### config.mk
export PLATFORM = sky130hd
export DESIGN_NAME = icycle_seq
export DESIGN_NICKNAME = d
export VERILOG_FILES = /design/src/rtl/icyc_pkg.sv /design/src/rtl/icyc_alu.sv /design/src/rtl/icyc_wait.sv /design/src/rtl/icycle_seq.sv
export SDC_FILE = /design/constraint.sdc
export NUM_CORES = 1
export LEC_CHECK = 0
export BUFFER_PORTS_ARGS = -buffer_cell sky130_fd_sc_hd__buf_2
export CAP_MARGIN = 30
export CORE_ASPECT_RATIO = 1.1
export CORE_UTILIZATION = 58
export DETAILED_ROUTE_END_ITERATION = 7
export GPL_TIMING_DRIVEN = 0
export PLACE_DENSITY = 0.8
export SYNTH_ARGS = -nofsm -noshare
export SYNTH_HDL_FRONTEND = slang
export SYNTH_HIERARCHICAL = 1
export SYNTH_SLANG_ARGS = --single-unit
### constraint.sdc
create_clock -name clk -period 4.65 [get_ports clk]
set_input_delay 0.93 -clock clk [delete_from_list [all_inputs] [get_ports clk]]
set_output_delay 0.93 -clock clk [all_outputs]
set_load 0.02 [all_outputs]
### src/rtl/icyc_pkg.sv
`timescale 1ns/1ps
package icyc_pkg;

    localparam int FLAG_W = 5;

    typedef enum logic [3:0] {
        OP_NOP   = 4'd0,
        OP_ADD   = 4'd1,
        OP_LOAD  = 4'd2,
        OP_STORE = 4'd3,
        OP_JUMP  = 4'd4,
        OP_SETIE = 4'd5
    } opcode_t;

    typedef enum logic [3:0] {
        S_FETCH,
        S_INCPC,
        S_DECODE,
        S_IND,
        S_RDB,
        S_RDC,
        S_RDA,
        S_EXEC,
        S_WR,
        S_INTSAVE,
        S_INTVEC
    } state_t;

endpackage

### src/rtl/icyc_alu.sv
`timescale 1ns/1ps
module icyc_alu
    import icyc_pkg::*;
#(
    parameter int W = 32
) (
    input  logic [W-1:0]      a,
    input  logic [W-1:0]      b,
    output logic [W-1:0]      sum,
    output logic [FLAG_W-1:0] flags
);

    logic [W:0] wide;

    always_comb begin
        wide  = {1'b0, a} + {1'b0, b};
        sum   = wide[W-1:0];
        // {sign, zero, carry, equal, overflow}
        flags = {sum[W-1],
                 (sum == '0),
                 wide[W],
                 (a == b),
                 (a[W-1] == b[W-1]) && (sum[W-1] != a[W-1])};
    end

endmodule

### src/rtl/icyc_wait.sv
`timescale 1ns/1ps
module icyc_wait #(
    parameter int LAT = 10
) (
    input  logic clk,
    input  logic rst_n,
    input  logic active,
    output logic last
);

    localparam int CW = (LAT > 1) ? $clog2(LAT) : 1;

    logic [CW-1:0] cnt;

    assign last = active && (cnt == CW'(LAT - 1));

    always_ff @(posedge clk) begin
        if (!rst_n)
            cnt <= '0;
        else if (active && !last)
            cnt <= cnt + 1'b1;
        else
            cnt <= '0;
    end

endmodule

### src/rtl/icycle_seq.sv
`timescale 1ns/1ps
module icycle_seq
    import icyc_pkg::*;
#(
    parameter int                DATA_W    = 32,
    parameter int                ADDR_W    = 9,
    parameter int                MEM_LAT   = 10,
    parameter int                CYC_W     = 8,
    parameter logic [ADDR_W-1:0] SAVE_ADDR = 9'h1FE,
    parameter logic [ADDR_W-1:0] VEC_ADDR  = 9'h0C0
) (
    input  logic              clk,
    input  logic              rst_n,
    input  logic              irq,
    output logic              mem_req,
    output logic              mem_we,
    output logic [ADDR_W-1:0] mem_addr,
    output logic [DATA_W-1:0] mem_wdata,
    input  logic [DATA_W-1:0] mem_rdata,
    output logic              instr_done,
    output logic [CYC_W-1:0]  instr_cycles,
    output logic [ADDR_W-1:0] pc_out,
    output logic [DATA_W-1:0] acc_out,
    output logic [FLAG_W-1:0] status_out,
    output logic              int_en
);

    // instruction layout: opcode | mode | A | B | C, no spare bits
    localparam int OP_HI   = DATA_W - 1;
    localparam int OP_LO   = DATA_W - 4;
    localparam int IND_BIT = DATA_W - 5;
    localparam int FA_LO   = 2 * ADDR_W;
    localparam int FB_LO   = ADDR_W;

    state_t state, state_nx;

    logic [ADDR_W-1:0] pc, mar, ea;
    logic [DATA_W-1:0] mbr, ir, acc, opb;
    logic [FLAG_W-1:0] flags;
    logic              ie, ie_nx;
    logic [CYC_W-1:0]  cyc;

    logic              access, acc_last, fin, take_int;
    logic [3:0]        op;
    logic              ind_mode;
    logic [ADDR_W-1:0] fa, fb, fc, pc_end;
    logic [DATA_W-1:0] alu_sum;
    logic [FLAG_W-1:0] alu_flags;

    assign op       = ir[OP_HI:OP_LO];
    assign ind_mode = ir[IND_BIT];
    assign fa       = ir[FA_LO +: ADDR_W];
    assign fb       = ir[FB_LO +: ADDR_W];
    assign fc       = ir[0 +: ADDR_W];

    function automatic state_t operand_state(input logic [3:0] o);
        if (o == OP_ADD)
            return S_RDB;
        else if (o == OP_LOAD)
            return S_RDA;
        else
            return S_EXEC;
    endfunction

    icyc_wait #(.LAT(MEM_LAT)) u_wait (
        .clk    (clk),
        .rst_n  (rst_n),
        .active (access),
        .last   (acc_last)
    );

    icyc_alu #(.W(DATA_W)) u_alu (
        .a     (opb),
        .b     (mbr),
        .sum   (alu_sum),
        .flags (alu_flags)
    );

    // state register
    always_ff @(posedge clk) begin
        if (!rst_n)
            state <= S_FETCH;
        else
            state <= state_nx;
    end

    // next state and end-of-instruction decision
    always_comb begin
        state_nx = state;
        fin      = 1'b0;
        unique case (state)
            S_FETCH:      if (acc_last) state_nx = S_INCPC;
            S_INCPC:      state_nx = S_DECODE;
            S_DECODE:     state_nx = ind_mode ? S_IND : operand_state(op);
            S_IND:        if (acc_last) state_nx = operand_state(op);
            S_RDB:        if (acc_last) state_nx = S_RDC;
            S_RDC, S_RDA: if (acc_last) state_nx = S_EXEC;
            S_EXEC: begin
                if (op == OP_ADD || op == OP_STORE)
                    state_nx = S_WR;
                else
                    fin = 1'b1;
            end
            S_WR:         if (acc_last) fin = 1'b1;
            S_INTSAVE:    if (acc_last) state_nx = S_INTVEC;
            S_INTVEC:     state_nx = S_FETCH;
            default:      state_nx = S_FETCH;
        endcase
        ie_nx = ie;
        if (state == S_EXEC && op == OP_SETIE)
            ie_nx = 1'b1;
        take_int = fin && ie_nx && irq;
        if (fin)
            state_nx = take_int ? S_INTSAVE : S_FETCH;
    end

    // outputs
    always_comb begin
        access = (state == S_FETCH) || (state == S_IND) || (state == S_RDB) ||
                 (state == S_RDC) || (state == S_RDA) || (state == S_WR) ||
                 (state == S_INTSAVE);
        mem_req      = access;
        mem_we       = (state == S_WR) || (state == S_INTSAVE);
        mem_addr     = mar;
        mem_wdata    = mbr;
        pc_end       = (state == S_EXEC && op == OP_JUMP) ? ea : pc;
        instr_done   = (fin && !take_int) || (state == S_INTVEC);
        instr_cycles = cyc + 1'b1;
        pc_out       = pc;
        acc_out      = acc;
        status_out   = flags;
        int_en       = ie;
    end

    // datapath registers
    always_ff @(posedge clk) begin
        if (!rst_n) begin
            pc    <= '0;
            mar   <= '0;
            ea    <= '0;
            mbr   <= '0;
            ir    <= '0;
            acc   <= '0;
            opb   <= '0;
            flags <= '0;
            ie    <= 1'b0;
            cyc   <= '0;
        end else begin
            cyc <= instr_done ? '0 : cyc + 1'b1;
            unique case (state)
                S_FETCH: begin
                    if (acc_last) begin
                        mbr <= mem_rdata;
                        ir  <= mem_rdata;
                    end
                end
                S_INCPC: pc <= pc + 1'b1;
                S_DECODE: begin
                    ea <= fa;
                    if (ind_mode || op == OP_LOAD)
                        mar <= fa;
                    else if (op == OP_ADD)
                        mar <= fb;
                end
                S_IND: begin
                    if (acc_last) begin
                        mbr <= mem_rdata;
                        ea  <= mem_rdata[ADDR_W-1:0];
                        if (op == OP_ADD)
                            mar <= fb;
                        else if (op == OP_LOAD)
                            mar <= mem_rdata[ADDR_W-1:0];
                    end
                end
                S_RDB: begin
                    if (acc_last) begin
                        opb <= mem_rdata;
                        mar <= fc;
                    end
                end
                S_RDC, S_RDA: begin
                    if (acc_last)
                        mbr <= mem_rdata;
                end
                S_EXEC: begin
                    if (op == OP_ADD) begin
                        mbr   <= alu_sum;
                        flags <= alu_flags;
                        mar   <= ea;
                    end else if (op == OP_STORE) begin
                        mbr <= acc;
                        mar <= ea;
                    end else if (op == OP_LOAD) begin
                        acc <= mbr;
                    end else if (op == OP_JUMP) begin
                        pc <= ea;
                    end else if (op == OP_SETIE) begin
                        ie <= 1'b1;
                    end
                end
                S_WR, S_INTSAVE: ;
                S_INTVEC: begin
                    pc  <= VEC_ADDR;
                    mar <= VEC_ADDR;
                    ie  <= 1'b0;
                end
                default: ;
            endcase
            if (fin) begin
                if (take_int) begin
                    mar <= SAVE_ADDR;
                    mbr <= {{(DATA_W-ADDR_W){1'b0}}, pc_end};
                end else begin
                    mar <= pc_end;
                end
            end
        end
    end

endmodule

==> impl_metrics.json <==
{
  "outcome": "finished, final reports clean",
  "cp_slowest_cell": "or4_1",
  "antenna_found_initial": 0,
  "grt_max_degree": 19,
  "required_ns": 5.02,
  "hp-class": "reg2reg",
  "fin_nets": 1486,
  "synth_top_area_frac": 0.358,
  "ctsRootBufferMaster": "clkbuf_16",
  "drive_above_1_share": 0.167,
  "vdd_drop_max_v": 0.000283,
  "maxClockFrequency_ghz": 0.224,
  "r2r_end": "status_out[3]$_SDFFE_PN0P_",
  "regToRegSetupSlack_ns": 0.19,
  "crit_path_end_kind": "register",
  "rows": 49,
  "die_w_um": 127,
  "period_needed_ns": 4.46,
  "wl_um": 35000,
  "cts_setup_buffers": 0,
  "rsz0062_at_grt": "false",
  "r2r_start": "mem_wdata[0]$_SDFF_PN0_",
  "area_growth_pct": 15.6,
  "synth_cell_type_count": 87,
  "cts_tree": "done",
  "clock-sinks": 177,
  "crit_fanout": 4,
  "drt_iter0_markers": 1339,
  "hp-start": "status_out[1]$_SDFFE_PN0P_",
  "synthXorXnorAreaFrac": 0.0360,
  "p_leak_nw": 4.72,
  "antenna_cells": 0,
  "synth_fa_ha_area_frac": 0.0476,
  "crit_type": "reg2reg",
  "cp_top_family": "simple AND/OR/NAND/NOR gates",
  "post_synth_inst_count": 1260,
  "drt_first_pass_iters": 6,
  "synth_nets": 1332,
  "yosys_register_bits": 177,
  "detail_route.wl_per_cell_um": 21.5,
  "instances_no_fill": 1631,
  "grt_first_pass_wirelength_um": 54100,
  "critPathLaunchType": "register",
  "final-setup-viol-count": 0,
  "place_hpwl_um": 26500,
  "clockBufferDepth": 2,
  "path_cells": "ha_1 -> inv_1 -> fa_1 -> and2b_1 -> o2111ai_1 -> a31oi_1 -> xor2_1 -> or4_1 -> or4_1 -> a2111oi_2 -> nand4b_1 -> and4bb_1 -> nand2_1 -> a21oi_1",
  "holdBufCountCts": 0,
  "synth_area_per_cell_um2": 7.85,
  "r2r.worst_path.cells": 14,
  "die_y_um": 139,
  "placed_cell_area_um2": 10800,
  "power_density_nw_per_um2": 307,
  "cp.arrival_ns": 4.82,
  "vias_per_cell": 6.47,
  "synth_top_family_by_area": "compound AO/OA/AOI/OAI gates",
  "overflow": 0,
  "cpPeakStageDelay_ns": 0.54,
  "yosysSeqAreaShare": 0.358,
  "finalHoldViolations": 0,
  "synth_enable_flop_cells": 0,
  "gp_congestion": 1.01,
  "vias": 10548,
  "cpMostUsedCell": "or4_1",
  "cp.buffers_inverters": 1,
  "period_share": 0.958,
  "cp-startpoint": "mem_wdata[0]$_SDFF_PN0_",
  "whs_path_depth": 2,
  "synth_compound_area_frac": 0.262,
  "synth-simple-area-share": 0.218,
  "min_to": "status_out[1]$_SDFFE_PN0P_",
  "track_usage": 0.398,
  "insertion_delay_ns": 0.45,
  "ant_nets": 0,
  "core_area_um2": 16500,
  "port_buffers": 133,
  "synth_area_leaders": "dfxtp_1 36%, nand2_1 11%, a21oi_1 8.4%, ha_1 4.6%, a222oi_1 3.2%",
  "max-slew-margin-rel": 0.379,
  "synth_top_flop_cell": "dfxtp_1",
  "synth_mux_area_frac": 0.0305,
  "htreeDepth": 4,
  "fin_area_um2": 11400,
  "post-route-drc-count": 0,
  "final.setup_skew_ns": 0.0104,
  "synthArstFlopShare": 0,
  "io_pins": 134,
  "cts-resized-gates": 0,
  "yosysWarnings": 6,
  "dp_cells": 1598,
  "final_max_slew_viol_count": 0,
  "clk_pin_slew_ns": 0.07,
  "syn_area_um2": 9890,
  "initial_utilization": 0.600,
  "worstMarginPinSlew_ns": 0.924,
  "finalSetupTns_ns": 0,
  "cts_buffers": 17,
  "max_cap_violations": 0,
  "grt_pass1_vias": 9889,
  "yosys.area.top_type": "dfxtp_1",
  "die-area_um2": 17600
}
-- cell type report --
| class | count | area (µm²) |
|---|---|---|
| sequential | 177 | 3540 |
| inverter | 13 | 48.8 |
| tap | 204 | 255 |
| fill | 1445 | 5050 |
| multi-input combinational | 975 | 5870 |
| buffer | 95 | 425 |
| timing repair buffer | 135 | 676 |
| clock inverter | 15 | 191 |
| clock buffer | 17 | 425 |
-- worst max path at each step --
stage,end,slack (ns),cells past startpoint
final,status_out[3]$_SDFFE_PN0P_,0.19,14
after global routing,status_out[3]$_SDFFE_PN0P_,0.03,14
after CTS,status_out[3]$_SDFFE_PN0P_,0.30,14
after detailed placement,status_out[3]$_SDFFE_PN0P_,0.36,14
after global placement,instr_done,0.17,9
after floorplan,status_out[3]$_SDFFE_PN0P_,0.96,14
-- report_power, final --
group | switching, mW | leakage (nW) | internal (mW)
logic | 0.249 | 2.99 | 0.130
clock network | 0.719 | 0.302 | 0.823
registers | 0.0391 | 1.43 | 1.55
-- per-stage QoR --
step / util / worst slack [ns] / hold WS (ns) / power (mW)
floorplan: - / 0.959 / 0.437 / 1.85
global placement: 0.656 / 0.165 / 0.446 / 1.99
detailed placement: 0.656 / 0.364 / 0.446 / 1.99
CTS: 0.693 / 0.298 / 0.455 / 3.49
global route: 0.694 / 0.0308 / 0.476 / 3.60
finish: 0.694 / 0.194 / 0.458 / 3.51
-- flip-flops by register name, indices dropped and copies added (netlist names) --
register    cells
cyc             8
pc_out          9
state           4
u_wait/cnt      4
mem_addr        9
mem_wdata      32
ir             32
int_en          1
opb            32
ea              9
acc_out        32
status_out      5
-- worst min-delay path, cell delays in order (launching register included) --
cell and delay (ns):
dfxtp_1 0.31, nand2_1 0.05, a21oi_1 0.05
-- metal layers --
metal  vias up  share of wire  global-route usage
met5         -              0                   0
met4         0          0.061               0.234
met3       136          0.082              0.0613
met2       606           0.48               0.680
met1      4933           0.38               0.473
li1       4873              -                   -
-- synthesized netlist by cell type (all sizes together) (6+ instances only) --
| master | number |
|---|---|
| buf | 35 |
| a222oi | 32 |
| nand2 | 282 |
| mux2i | 20 |
| o21a | 6 |
| and3 | 9 |
| a31oi | 16 |
| a21oi | 168 |
| nor2b | 12 |
| clkbuf | 60 |
| a21o | 17 |
| nor3 | 10 |
| nand3 | 24 |
| dfxtp | 177 |
| or2 | 11 |
| nand2b | 8 |
| a21boi | 6 |
| nor4 | 12 |
| o21ai | 56 |
| xnor2 | 20 |
| inv | 12 |
| o22ai | 20 |
| a2111oi | 6 |
| nand4 | 6 |
| ha | 36 |
| a211oi | 23 |
| xor2 | 18 |
| mux2 | 9 |
| o221ai | 9 |
| nor2 | 57 |
| and2 | 8 |
-- kinds of logic after synthesis --
| logic type | after synthesis |
|---|---|
| simple gates | 470 |
| mux | 29 |
| flops | 177 |
| xor+xnor | 39 |
| fa+ha+maj | 37 |
| compound gates | 400 |
| buf+inv | 108 |
-- cell usage in the layout (no fill, tap or decap), types with 5 or more instances in the layout --
master / n
inv_1: 12
nor2b_1: 12
a21oi_1: 167
o21ai_0: 45
nor3b_1: 5
nor3_1: 9
a2111oi_0: 5
mux2_2: 9
xor2_1: 18
dfxtp_1: 177
o22ai_1: 20
clkbuf_16: 17
and2_1: 8
a21o_1: 17
o21a_1: 6
nand2b_1: 8
ha_1: 36
nand2_1: 282
a211oi_1: 23
clkbuf_1: 60
a21boi_0: 6
nand4_1: 6
o21ai_1: 11
or2_2: 9
o221ai_1: 8
buf_4: 6
nor2_1: 55
a31oi_1: 16
xnor2_1: 20
and3_1: 9
or4_1: 5
buf_2: 159
mux2i_1: 20
inv_8: 6
o211a_1: 5
nor4_1: 11
nand3_1: 22
a222oi_1: 32
(Power assumes the default switching activity.)
